**src/rtl/bl_pkg.sv**
```systemverilog
package bl_pkg;
  localparam int unsigned BUS_W      = 32;
  localparam int unsigned BYTE_W     = 8;
  localparam int unsigned WORD_BYTES = BUS_W / BYTE_W;

  localparam int unsigned OFF_CTRL  = 'h40;
  localparam int unsigned OFF_STAT  = 'h44;
  localparam int unsigned OFF_SIZE  = 'h48;
  localparam int unsigned OFF_USED  = 'h4C;
  localparam int unsigned OFF_TOTAL = 'h50;
  localparam int unsigned OFF_COUNT = 'h54;
  localparam int unsigned OFF_DATA  = 'h3000;

  localparam int unsigned CTL_EN  = 0;
  localparam int unsigned CTL_RST = 1;
  localparam int unsigned CTL_DMA = 2;

  localparam int unsigned ST_FIN   = 0;
  localparam int unsigned ST_TERR  = 1;
  localparam int unsigned ST_OVF   = 2;
  localparam int unsigned ST_TDONE = 18;

  typedef struct packed {
    logic dma;
    logic rst;
    logic en;
  } ctrl_t;

  function automatic logic [BUS_W-1:0] words_to_bytes(input logic [BUS_W-1:0] words);
    return words << 2;
  endfunction

  function automatic logic still_uncovered(input logic [BUS_W-1:0] total,
                                           input logic [BUS_W-1:0] consumed,
                                           input logic [BUS_W-1:0] queued_bytes,
                                           input logic [BUS_W-1:0] held_bytes);
    logic [BUS_W+1:0] covered;
    covered = {2'b00, consumed} + {2'b00, queued_bytes} + {2'b00, held_bytes};
    return {2'b00, total} > covered;
  endfunction
endpackage

```
**src/rtl/bl_fifo.sv**
```systemverilog
module bl_fifo #(
  parameter int DEPTH = 8,
  parameter int WIDTH = 32,
  parameter int CNT_W = 4
) (
  input  logic             clk,
  input  logic             rst_n,
  input  logic             flush,
  input  logic             push,
  input  logic [WIDTH-1:0] din,
  input  logic             pop,
  output logic [WIDTH-1:0] dout,
  output logic [CNT_W-1:0] count,
  output logic             full,
  output logic             empty
);
  localparam int PTR_W = (DEPTH > 1) ? $clog2(DEPTH) : 1;

  logic [WIDTH-1:0] mem [DEPTH];
  logic [PTR_W-1:0] wr_ptr, rd_ptr;
  logic             do_push, do_pop;

  function automatic logic [PTR_W-1:0] bump(input logic [PTR_W-1:0] p);
    return (p == PTR_W'(DEPTH - 1)) ? '0 : p + 1'b1;
  endfunction

  assign full    = (count == CNT_W'(DEPTH));
  assign empty   = (count == '0);
  assign do_push = push && !full && !flush;
  assign do_pop  = pop && !empty && !flush;
  assign dout    = mem[rd_ptr];

  always_ff @(posedge clk) begin
    if (do_push) mem[wr_ptr] <= din;
  end

  always_ff @(posedge clk or negedge rst_n) begin
    if (!rst_n) begin
      wr_ptr <= '0;
      rd_ptr <= '0;
      count  <= '0;
    end else if (flush) begin
      wr_ptr <= '0;
      rd_ptr <= '0;
      count  <= '0;
    end else begin
      if (do_push) wr_ptr <= bump(wr_ptr);
      if (do_pop)  rd_ptr <= bump(rd_ptr);
      case ({do_push, do_pop})
        2'b10:   count <= count + 1'b1;
        2'b01:   count <= count - 1'b1;
        default: count <= count;
      endcase
    end
  end
endmodule

```
**src/rtl/bl_shifter.sv**
```systemverilog
module bl_shifter #(
  parameter int WORD_W = 32,
  parameter int BYTE_W = 8,
  parameter int HELD_W = 3
) (
  input  logic              clk,
  input  logic              rst_n,
  input  logic              clear,
  input  logic              run,
  input  logic              word_avail,
  input  logic [WORD_W-1:0] word_in,
  output logic              take,
  output logic              byte_valid,
  output logic [BYTE_W-1:0] byte_out,
  output logic [HELD_W-1:0] held
);
  localparam int NBYTES = WORD_W / BYTE_W;

  logic [WORD_W-1:0] sh_q;
  logic [HELD_W-1:0] left_q;

  assign byte_valid = (left_q != '0) && run;
  assign take       = (left_q == '0) && run && word_avail;
  assign byte_out   = sh_q[WORD_W-1 -: BYTE_W];
  assign held       = left_q;

  always_ff @(posedge clk or negedge rst_n) begin
    if (!rst_n) begin
      sh_q   <= '0;
      left_q <= '0;
    end else if (clear) begin
      left_q <= '0;
    end else if (take) begin
      sh_q   <= word_in;
      left_q <= HELD_W'(NBYTES);
    end else if (byte_valid) begin
      sh_q   <= sh_q << BYTE_W;
      left_q <= left_q - 1'b1;
    end
  end
endmodule

```
**src/rtl/bl_dmareq.sv**
```systemverilog
module bl_dmareq #(
  parameter int FIFO_WORDS = 8,
  parameter int FCNT_W     = 4,
  parameter int HELD_W     = 3
) (
  input  logic              en,
  input  logic              dma_mode,
  input  logic              halted,
  input  logic [FCNT_W-1:0] fifo_words,
  input  logic [HELD_W-1:0] held,
  input  logic [31:0]       total,
  input  logic [31:0]       consumed,
  output logic              req
);
  import bl_pkg::*;

  localparam int HALF = FIFO_WORDS / 2;

  logic [FCNT_W-1:0] free_words;
  logic              room, pending;

  assign free_words = FCNT_W'(FIFO_WORDS) - fifo_words;
  assign room       = free_words >= FCNT_W'(HALF);
  assign pending    = still_uncovered(total, consumed,
                                      words_to_bytes(32'(fifo_words)), 32'(held));
  assign req        = en && dma_mode && !halted && room && pending;
endmodule

```
**src/rtl/bitload_engine.sv**
```systemverilog
module bitload_engine #(
  parameter int FIFO_WORDS = 8,
  parameter int ADDR_W     = 14
) (
  input  logic              clk,
  input  logic              rst_n,
  input  logic              bus_wr,
  input  logic [ADDR_W-1:0] bus_addr,
  input  logic [31:0]       bus_wdata,
  output logic [31:0]       bus_rdata,
  output logic              cfg_valid,
  output logic [7:0]        cfg_data,
  output logic              tgt_reset,
  input  logic              tgt_err,
  input  logic              tgt_done,
  output logic              dma_req,
  output logic              irq
);
  import bl_pkg::*;

  localparam int FCNT_W = $clog2(FIFO_WORDS + 1);
  localparam int HELD_W = $clog2(WORD_BYTES + 1);

  ctrl_t       ctrl_q;
  logic [31:0] total_q, consumed_q;
  logic        err_tgt_q, err_ovf_q, fin_q, irq_q;

  logic wr_ctrl, wr_total, wr_data, en_rise, dis_wr;
  logic eng_en, dma_mode, halted, run, accept, drop, done_hit, irq_set;
  logic fifo_full, fifo_empty, take;
  logic [FCNT_W-1:0] fifo_words;
  logic [31:0]       head;
  logic [HELD_W-1:0] held;

  assign wr_ctrl  = bus_wr && (bus_addr == ADDR_W'(OFF_CTRL));
  assign wr_total = bus_wr && (bus_addr == ADDR_W'(OFF_TOTAL));
  assign wr_data  = bus_wr && (bus_addr == ADDR_W'(OFF_DATA));
  assign eng_en   = ctrl_q.en;
  assign dma_mode = ctrl_q.dma;
  assign en_rise  = wr_ctrl && bus_wdata[CTL_EN] && !eng_en;
  assign dis_wr   = wr_ctrl && !bus_wdata[CTL_EN];
  assign halted   = err_tgt_q || err_ovf_q;
  assign run      = eng_en && !halted && (consumed_q < total_q);
  assign accept   = wr_data && eng_en && !fifo_full;
  assign drop     = wr_data && !accept;
  assign done_hit = eng_en && !halted && (consumed_q == total_q) && tgt_done;
  assign irq_set  = eng_en && (done_hit || tgt_err || drop);

  bl_fifo #(.DEPTH(FIFO_WORDS), .WIDTH(32), .CNT_W(FCNT_W)) u_fifo (
    .clk(clk), .rst_n(rst_n), .flush(!eng_en), .push(accept), .din(bus_wdata),
    .pop(take), .dout(head), .count(fifo_words), .full(fifo_full), .empty(fifo_empty)
  );

  bl_shifter #(.WORD_W(32), .BYTE_W(8), .HELD_W(HELD_W)) u_shift (
    .clk(clk), .rst_n(rst_n), .clear(!eng_en), .run(run), .word_avail(!fifo_empty),
    .word_in(head), .take(take), .byte_valid(cfg_valid), .byte_out(cfg_data), .held(held)
  );

  bl_dmareq #(.FIFO_WORDS(FIFO_WORDS), .FCNT_W(FCNT_W), .HELD_W(HELD_W)) u_dma (
    .en(eng_en), .dma_mode(dma_mode), .halted(halted), .fifo_words(fifo_words),
    .held(held), .total(total_q), .consumed(consumed_q), .req(dma_req)
  );

  always_ff @(posedge clk or negedge rst_n) begin
    if (!rst_n) begin
      ctrl_q     <= '0;
      total_q    <= '0;
      consumed_q <= '0;
      err_tgt_q  <= 1'b0;
      err_ovf_q  <= 1'b0;
      fin_q      <= 1'b0;
      irq_q      <= 1'b0;
    end else begin
      if (wr_ctrl)  ctrl_q  <= ctrl_t'(bus_wdata[2:0]);
      if (wr_total) total_q <= bus_wdata;

      if (en_rise)        consumed_q <= '0;
      else if (cfg_valid) consumed_q <= consumed_q + 1'b1;

      if (en_rise)                 err_tgt_q <= 1'b0;
      else if (eng_en && tgt_err)  err_tgt_q <= 1'b1;

      if (en_rise)   err_ovf_q <= 1'b0;
      else if (drop) err_ovf_q <= 1'b1;

      if (en_rise)       fin_q <= 1'b0;
      else if (done_hit) fin_q <= 1'b1;

      if (dis_wr)       irq_q <= 1'b0;
      else if (irq_set) irq_q <= 1'b1;
    end
  end

  assign irq       = irq_q;
  assign tgt_reset = ctrl_q.en && ctrl_q.rst;

  always_comb begin
    bus_rdata = '0;
    case (bus_addr)
      ADDR_W'(OFF_CTRL):  bus_rdata = {29'd0, ctrl_q.dma, ctrl_q.rst, ctrl_q.en};
      ADDR_W'(OFF_STAT): begin
        bus_rdata[ST_FIN]   = fin_q;
        bus_rdata[ST_TERR]  = err_tgt_q;
        bus_rdata[ST_OVF]   = err_ovf_q;
        bus_rdata[ST_TDONE] = tgt_done;
      end
      ADDR_W'(OFF_SIZE):  bus_rdata = words_to_bytes(32'(FIFO_WORDS));
      ADDR_W'(OFF_USED):  bus_rdata = words_to_bytes(32'(fifo_words));
      ADDR_W'(OFF_TOTAL): bus_rdata = total_q;
      ADDR_W'(OFF_COUNT): bus_rdata = consumed_q;
      default:            bus_rdata = '0;
    endcase
  end
endmodule

```
**config.mk**
```make
export PLATFORM = sky130hd
export DESIGN_NAME = bitload_engine
export DESIGN_NICKNAME = d
export VERILOG_FILES = /design/src/rtl/bl_pkg.sv /design/src/rtl/bl_fifo.sv /design/src/rtl/bl_shifter.sv /design/src/rtl/bl_dmareq.sv /design/src/rtl/bitload_engine.sv
export SDC_FILE = /design/constraint.sdc
export NUM_CORES = 1
export LEC_CHECK = 0
export ABC_CLOCK_PERIOD_IN_PS = 4960
export BUFFER_PORTS_ARGS = -buffer_cell sky130_fd_sc_hd__buf_2
export CORE_ASPECT_RATIO = 2
export CORE_MARGIN = 2
export CORE_UTILIZATION = 56
export DETAILED_ROUTE_END_ITERATION = 8
export GPL_TIMING_DRIVEN = 1
export PLACE_DENSITY = 0.77
export SYNTH_ARGS = -nofsm -noshare
export SYNTH_HDL_FRONTEND = slang
export SYNTH_SLANG_ARGS = --single-unit
```
**constraint.sdc**
```tcl
create_clock -name clk -period 4.96 [get_ports clk]
set_clock_uncertainty 0.15 [all_clocks]
set_input_delay 0.248 -clock clk [delete_from_list [all_inputs] [get_ports clk]]
set_output_delay 0.248 -clock clk [all_outputs]
set_load 0.05 [all_outputs]
```
==> metrics, run 1 <==
Synth Instances=1410; sw frac=20.7%; per-cell routed wire length=24.4 µm; share of power burned in registers=55.6%; Post-synth ARST share=31.2%; clk_lat worst skew=590 ps; number of antenna violations at the first check in global routing=1; CTS root buf=clkbuf_16; Post-Syn Area=18200 µm²; vias in the first global route=13600; Core ar.=32100 µm²; total track usage=29.8%; HP Start=bus_addr[6]; first-pass GRT wire length=77300 µm; crit-path max cell delay=520 ps; Routed Antenna Nets=0; drt pass-1 iters=5; fin util=66.6%; H-tree Lvls=1; Worst Path Max Fanout=6; Synth top area share=42.1%; port buffer count=94; slowest CP cell=or4_4; Synth area leader=edfxtp_1; DRT iter0 DRCs=1105; row count=93; Seq cells post-synth=372; sw power=1.24 mW; # nets final=1737; Area after DPL=19800 µm²; Logic pwr share=2.2%; outcome=complete, but fails checks; violated checks=setup timing; class of the worst hold path=in2reg; Clock Power Share=42.2%; Yosys cell types=67; CTS tree=built; hold path depth=6; Tmin final=5570 ps; Area Growth Syn to Fin=17.2%; dpl hpwl=34600 µm; measured slew at the worst slew-check pin=1100 ps; Power Density=280 nW/µm²; Ys Warns=0; Routed WL=50200 µm; worst slack at placement=-364 ps; crit path buf inv count=3; CP top delay family=simple AND/OR/NAND/NOR gates; internal power=4.75 mW; worst r2r src=consumed_q[23]; Reg2Reg Setup Slack=900 ps; unrepaired setup endpoints after global routing=true; commonest non-fill, non-tap cells in the layout=256 x edfxtp_1, 136 x nand2_1, 113 x dfrtp_1; Post-synth EDFFs=256; largest net degree at the start of global routing=78; final setup vio count=1; CP Capture Type=primary output; Clk pin slew, worst setup/hold paths=70 ps; via/cell ratio=6.27; hold path endpoint=err_ovf_q; top post-synthesis cells by area=edfxtp_1 42%, dfrtp_1 16%, mux4_2 7.9%, ha_1 5.5%, nand2_1 2.8%; placed cell count=1954; final worst-path cycle share=112%; Worst Setup Slack, final=-614 ps; # IOs=95; drt drc=0; Max Clk Rate=179 MHz; initial core utilization=56.8%; Clock Tree Buf Depth=3; Chip Width=132 µm; total number of vias=12900; post-synthesis sequential area ratio=58.1%; final hold violations=0; Synth Net Count=1544; setup_tns=-614 ps; r2r endpoint=u_fifo.count[3]; Worst VDD drop=0.316 mV; TritonCTS Buffers=31; synthesized area per cell=12.9 µm²; Max Cap Viol=0; Final Max Slew Viols=0; GRT overflow=0; startpoint types=flop; Leak=8.56 nW; layout cells sized above 1=22.7%; worst reg2reg path depth=15; crit-path cells=ha_4 > fa_2 > a211oi_4 > buf_4 > or4_4 > or3_1 > a222oi_1 > nand4_1 > nor3_4 > buf_6 > nand2_4 > xnor2_2 > ha_1 > a21o_1 > a21oi_2 > nor2b_1 > o21ai_1 > nand2b_1 > a21oi_2 > a21oi_1 > o31a_2 > buf_8; Finished Layout Cells=2056; critical path class=reg2out; fin area=21400 µm²; Synth Flop Type=edfxtp_1; Worst EP required=4560 ps; GP Congestion=0.928; die height=259 µm; Pwr Total=5.98 mW; crit path DAT=5180 ps; Max-Slew Margin vs Limit=26.5%; Critical Path Most Common Cell=a21oi_2; clock sinks=372; commonest non-fill, non-tap cell in the layout=edfxtp_1; die area=34100 µm²; WHS=84.1 ps
[flip-flops by register name (all words and copies together) (netlist names)]
name	flops
u_fifo.mem	256
consumed_q	32
total_q	32
u_shift.sh_q	32
u_fifo.count	4
u_fifo.rd_ptr	3
u_fifo.wr_ptr	3
u_shift.held	3
ctrl_q	1
dma_mode	1
eng_en	1
err_ovf_q	1
err_tgt_q	1
fin_q	1
irq	1
[layer usage]
metal	vias up	global-route usage (%)	share of wire, %
li1	5712	-	-
met1	6460	31.8	34
met4	0	20.4	7.9
met3	199	3.26	5.0
met5	-	0	0
met2	523	54.9	53
[synth_stat cells, types with 35 or more instances]
| library cell | instances |
|---|---|
| nor2_1 | 77 |
| nand4_1 | 39 |
| dfrtp_1 | 116 |
| o21ai_0 | 62 |
| clkbuf_1 | 58 |
| edfxtp_1 | 256 |
| mux4_2 | 64 |
| a21oi_1 | 55 |
| nand2_1 | 137 |
| xnor2_1 | 45 |
| nand3_1 | 35 |
| inv_1 | 54 |
| ha_1 | 80 |
[worst reg2reg max path, delay by kind of cell (launching register included)]
| family | cells | cell delay, ps |
|---|---|---|
| compound gates | 6 | 1020 |
| fa+ha+maj | 2 | 620 |
| buf+inv | 1 | 200 |
| flops | 1 | 450 |
| mux | 1 | 250 |
| simple gates | 5 | 1260 |
[final cells by class]
class / count / area (µm²)
Multi-Input combinational cell: 904 / 7280
Sequential cell: 372 / 10600
Antenna cell: 1 / 2.50
Clock inverter: 22 / 246
Clock buffer: 36 / 795
Inverter: 55 / 220
Fill cell: 2332 / 10700
Timing Repair Buffer: 239 / 1700
Tap cell: 427 / 534
[power by group through the flow]
stage	combinational, mW	sequential, mW	clock [mW]
global placement	0.102	3.39	0
finish	0.133	3.32	2.53
global route	0.146	3.32	2.66
floorplan	0.0201	3.39	0
detailed placement	0.107	3.39	0
CTS	0.132	3.32	2.56
[how the worst max path moves through the flow]
stage                          from  cells after the start       to  slack [ps]
global route        u_fifo.count[0]                     22  dma_req        -820
detailed placement    consumed_q[2]                     23  dma_req        -360
global placement      consumed_q[2]                     23  dma_req        -250
floorplan             consumed_q[2]                     17  dma_req           4
finish                consumed_q[2]                     22  dma_req        -610
CTS                 u_fifo.count[0]                     22  dma_req        -620
[logic make-up (layout without fill, tap and decap cells)]
kind of cell / Yosys count / count (layout) / share of synthesized area (%)
XOR/XNOR: 78 / 78 / 3.75
buffers and inverters: 134 / 352 / 3.02
other: 0 / 1 / 0
AND/OR/NAND/NOR: 404 / 404 / 10.9
adder cells (fa/ha/maj): 83 / 83 / 5.82
multiplexers: 97 / 97 / 9.73
flip-flops: 372 / 372 / 58.1
AO/OA/AOI/OAI: 242 / 242 / 8.69
[what timing repair did]
action / 4_1_cts / 5_1_grt
hold endpoints to repair: 369 / 0
pin swaps: 22 / 11
buffers inserted: 7 / 3
setup endpoints to repair: 1 / 1
gates resized for setup: 27 / 3
hold buffers: 36 / 0
No activity file was read; power rests on OpenSTA's default activity.
==> inputs of run 2 (changes only) <==
Settings changed: ABC_CLOCK_PERIOD_IN_PS 4960 to default, CELL_PAD_IN_SITES_DETAIL_PLACEMENT from default to 1, CELL_PAD_IN_SITES_GLOBAL_PLACEMENT from default to 1, CORE_UTILIZATION 56 to 46, PLACE_DENSITY 0.77 to default, PLACE_DENSITY_LB_ADDON from default to 0.1, TNS_END_PERCENT from default to 1.
==> run 2 against run 1 <==
Effect of this change: the flow still finishes with violations (setup timing); die area is 21% higher; count of clock-buffer cells in the layout is 14 higher; critical path depth is 1 higher; final area is 0.81% higher; fmax is 1.3% higher; first-iteration DRC count is 35% lower; core utilization is 12 points lower; sequential power hardly changed; largest power group unchanged; highest routed layer unchanged.
==> metrics, run 2 (synthesized netlist as in run 1, its figures left out) <==
Power Density=281 nW/µm²; Reg area=10600 µm²; most flop-heavy register=u_fifo.mem; Tmin final=5500 ps; Clock Tree Buf Depth=3; first-pass GRT wire length=84000 µm; # IOs=95; placed cell count=2060; Finished Layout Cells=2168; outcome=complete, but fails checks; crit-path cells=ha_2 > fa_2 > a211oi_4 > buf_6 > or4_4 > or3_4 > a222oi_1 > buf_4 > buf_4 > buf_4 > buf_4 > buf_4 > and4_2 > xnor2_1 > ha_1 > nand4_1 > buf_4 > nor2_1 > a22o_1 > o21ai_0 > a21oi_1 > o31a_2 > buf_8; CP Capture Type=primary output; per-cell routed wire length=25.4 µm; drt pass-1 iters=7; violated checks=setup timing; measured slew at the worst slew-check pin=1000 ps; vias in the first global route=14200; Final Max Slew Viols=0; sw power=1.29 mW; sw frac=21.4%; final setup vio count=1; Max-Slew Margin vs Limit=33.3%; GR peak layer=met2; initial core utilization=46.4%; slowest CP cell=or4_4; GR Util met3=2.63%; number of antenna violations at the first check in global routing=1; commonest non-fill, non-tap cell in the layout=edfxtp_1; Leak=8.58 nW; Clock Power Share=42.8%; total number of vias=12700; Reg2Reg Setup Slack=830 ps; fin util=54.8%; clock sinks=372; crit path DAT=5110 ps; Worst Path Max Fanout=6; Logic pwr share=2.3%; Max Cap Viol=0; Worst VDD drop=0.255 mV; total track usage=27.5%; Worst EP required=4560 ps; Clk pin slew, worst setup/hold paths=60 ps; drt drc=0; Routed Antenna Nets=0; # nets final=1749; GRT overflow=0; Fill cells=4011; share of power burned in registers=54.9%; Area Growth Syn to Fin=18.2%; CTS root buf=clkbuf_16; Chip Width=145 µm; GR Layer Usage met1=30.0%; dpl hpwl=39000 µm; commonest non-fill, non-tap cells in the layout=256 x edfxtp_1, 136 x nand2_1, 114 x buf_4; layout cells sized above 1=22.8%; Critical Path Most Common Cell=buf_4; via/cell ratio=5.84; Worst Setup Slack, final=-544 ps; DRT iter0 DRCs=720; crit-path max cell delay=530 ps; global routing met2 resource utilization=52.6%; H-tree Lvls=2; largest net degree at the start of global routing=84; final worst-path cycle share=111%; Routed WL=55000 µm; max reg flops=256; port buffer count=94; critical path class=reg2out; class of the worst hold path=in2reg; GP Congestion=0.892; final hold violations=0; TritonCTS Buffers=36; die area=41400 µm²; Core ar.=39300 µm²; die height=286 µm; CTS tree=built; row count=103; clk_lat worst skew=540 ps; startpoint types=flop; Max Clk Rate=182 MHz; internal power=4.76 mW; area occupied by multi-input gates=7260 µm²; unrepaired setup endpoints after global routing=true
[run 2: changes by cell type in the layout (fill, tap and decap cells not counted), sizes merged]
| cell | delta |
|---|---|
| dlygate4sd3 | -2 |
| clkbuf | +14 |
| inv | -4 |
| clkinv | +2 |
| bufinv | -4 |
| clkinvlp | -1 |
| buf | +9 |
[run 2: final cells by class]
| class | instances | share of cell area [%] |
|---|---|---|
| flip-flops and latches | 372 | 49.2 |
| multi-input cells | 904 | 33.7 |
| repair buffers | 246 | 8.10 |
| clock buffers | 50 | 4.52 |
| well taps | 525 | 3.05 |
| inverters | 55 | 1.02 |
| clock inverters | 15 | 0.482 |
| diodes | 1 | 0.0116 |
[run 2: power groups by stage]
stage               sequential, mW  combinational (mW)  clock, mW
floorplan                     3.39              0.0201          0
global placement              3.39               0.108          0
detailed placement            3.39               0.114          0
CTS                           3.33               0.137       2.65
global route                  3.32               0.149       2.75
finish                        3.33               0.136       2.59
[run 2: metal layers]
metal  up-vias  routed length, µm
met1      6533              19700
met5         -                  0
met4         0               2690
met2       281              31200
li1       5727                  -
met3       130               1430
[run 2: critical path: cells and delay by family, from the launching register on]
kind            cells  cell delay [ps]
xor+xnor            1               70
buf+inv             8              990
compound gates      6             1100
flops               1              360
simple gates        5             1330
fa+ha+maj           3              720
[run 2: path summary, 6_finish.rpt]
path / startpoint / to / depth (start not counted)
max in group asynchronous: rst_n / total_q[14] / 3
worst min register to register: u_shift.sh_q[5] / u_shift.sh_q[5] / 1
worst max register to register: total_q[25] / u_fifo.count[3] / 15
worst max-delay path: u_fifo.count[0] / dma_req / 23
min in group asynchronous: rst_n / u_fifo.wr_ptr[0] / 2
worst min-delay path: bus_wr / irq / 4
[run 2: through the flow]
stage	TNS (ps)	cell area, µm²	hold slack [ps]	power, mW	setup WS, ps
2_1_floorplan	0	18200	-198	3.41	4.26
5_1_grt	-808	21600	83.6	6.22	-808
6_report	-544	21600	54.4	6.06	-544
4_1_cts	-555	21500	26.5	6.11	-555
3_3_place_gp	-359	20000	264	3.50	-359
3_5_place_dp	-413	20000	263	3.51	-413
[run 2: timing repair]
action	4_1_cts	5_1_grt
pin swaps	15	6
hold buffers	34	0
setup endpoints to repair	1	1
gates resized for setup	18	3
setup buffers	8	0
endpoints found under the hold margin	367	0
==> inputs of run 3 (changes only) <==
Settings changed: REMOVE_ABC_BUFFERS from default to 1.
==> run 3 against run 2 <==
Effect of this change: highest routed layer unchanged; via count shrank 1.2%; clock power up 3%; the flow still finishes with violations (setup timing); largest cell class unchanged; die area did not move; register-to-register slack got worse by 150 ps.
==> metrics, run 3 (synthesized netlist as in run 1, its figures left out) <==
drt pass-1 iters=5; total track usage=27.1%; CTS tree=built; Worst Setup Slack, final=-610 ps; fin area=21600 µm²; clk_lat worst skew=540 ps; GRT overflow=0; global routing met2 resource utilization=51.2%; Clock Power Share=43.6%; GP Congestion=0.919; # nets final=1740; initial core utilization=46.4%; fin util=55.0%; setup_tns=-610 ps; GR Layer Usage met1=30.0%; sw power=1.27 mW; critical path class=reg2out; CTS root buf=clkbuf_16; violated checks=setup timing; row count=103; die height=286 µm; final setup vio count=1; Clk pin slew, worst setup/hold paths=70 ps; DRT iter0 DRCs=657; startpoint types=flop; Logic pwr share=2.2%; internal power=4.86 mW; Worst EP required=4560 ps; WHS=52.2 ps; worst setup path endpoint=dma_req; dpl hpwl=37600 µm; # IOs=95; Max Cap Viol=0; drt drc=0; layout cells sized above 1=23.3%; number of antenna violations at the first check in global routing=0; per-cell routed wire length=25.0 µm; Routed WL=54000 µm; unrepaired setup endpoints after global routing=true; Routed Antenna Nets=0; Power Density=283 nW/µm²; Critical Path Most Common Cell=nor3_2; Area after DPL=19900 µm²; r2r endpoint=u_fifo.count[3]; Worst VDD drop=0.260 mV; max reg flops=256; measured slew at the worst slew-check pin=1110 ps; via/cell ratio=5.81; clock sinks=372; total number of vias=12500; vias in the first global route=14200; worst r2r src=consumed_q[27]; crit path from=consumed_q[2]; Max Clk Rate=180 MHz; commonest non-fill, non-tap cell in the layout=edfxtp_1; die area=41400 µm²; outcome=complete, but fails checks; Final Max Slew Viols=0; Tmin final=5570 ps; Leak=8.59 nW; Clock Tree Buf Depth=3; n_diodes=0; first-pass GRT wire length=83500 µm; worst reg2reg path depth=14; final hold violations=0; Chip Width=145 µm; crit-path cells=ha_2 > fa_2 > a211oi_4 > nor3_2 > xnor2_1 > a211o_1 > or3_4 > or4_1 > nor3_2 > xor2_1 > ha_1 > nand4_1 > nor4_2 > a22o_1 > o21ai_0 > a21oi_2 > o31a_1 > buf_12; slowest CP cell=or4_1; class of the worst hold path=in2reg; CP Capture Type=primary output; H-tree Lvls=2; commonest non-fill, non-tap cells in the layout=256 x edfxtp_1, 135 x nand2_1, 113 x dfrtp_1; largest net degree at the start of global routing=85; final worst-path cycle share=112%; Max-Slew Margin vs Limit=25.8%; Reg2Reg Setup Slack=680 ps; Area Growth Syn to Fin=18.6%; GR peak layer=met2; TritonCTS Buffers=34; Worst Path Max Fanout=5; sw frac=20.6%; crit path DAT=5170 ps; port buffer count=94; Core ar.=39300 µm²; GR Util met3=2.43%; most flop-heavy register=u_fifo.mem; crit-path max cell delay=440 ps; share of power burned in registers=54.3%
[run 3: cell count changes in the layout (fill, tap and decap cells not counted), moves of 2 or more]
cell	previous run	this run
buf_4	114	106
clkbuf_1	12	7
a21oi_1	54	50
a21oi_2	1	5
clkbuf_8	2	5
buf_12	2	4
bufinv_16	0	2
clkinv_1	4	2
clkinv_4	3	1
clkinvlp_4	1	3
inv_6	2	0
nor3_1	24	22
nor3_2	5	7
[run 3: what timing repair did]
item	in CTS	in global routing
hold endpoints to repair	377	0
setup endpoints to repair	1	1
setup buffers	8	3
pin swaps	19	21
hold buffers	35	0
resized for setup	18	14
[run 3: final cells by class]
cell class	count	area [µm²]
Clock inverter	15	156
Timing Repair Buffer	239	1710
Sequential cell	372	10600
Multi-Input combinational cell	904	7320
Clock buffer	47	971
Fill cell	4000	17700
Tap cell	525	657
Inverter	55	220
[run 3: routing by layer]
| metal | up-vias | share of wire, % |
|---|---|---|
| met2 | 283 | 56 |
| met1 | 6426 | 36 |
| met3 | 116 | 2.8 |
| met5 | - | 0 |
| met4 | 0 | 4.7 |
| li1 | 5700 | - |
[run 3: worst min-delay path by stage]
stage | cells past startpoint | from | endpoint
3_3_place_gp | 1 | rst_n | u_fifo.wr_ptr[2]
3_5_place_dp | 1 | rst_n | u_fifo.wr_ptr[2]
2_1_floorplan | 0 | rst_n | consumed_q[0]
5_1_grt | 4 | bus_wr | irq
4_1_cts | 4 | bus_wr | irq
6_report | 4 | bus_wr | irq
[run 3: critical path, delay by kind of cell (launching register included)]
family	cells	cell delay, ps
buf+inv	1	160
flops	1	390
xor+xnor	2	250
fa+ha+maj	3	880
compound gates	6	1330
simple gates	6	1620
[run 3: power groups by stage]
stage,combinational (mW),clock (mW),sequential (mW)
final,0.134,2.67,3.33
after floorplan,0.0196,0,3.39
after CTS,0.135,2.72,3.33
after global placement,0.104,0,3.39
after detailed placement,0.110,0,3.39
after global routing,0.147,2.83,3.32
[run 3: metrics by stage]
stage	setup slack [ps]	power (mW)	instances
2_1_floorplan	-143	3.41	1331
3_3_place_gp	-316	3.49	2049
3_5_place_dp	-438	3.50	2049
4_1_cts	-633	6.18	2154
5_1_grt	-904	6.30	2157
6_report	-610	6.13	2157
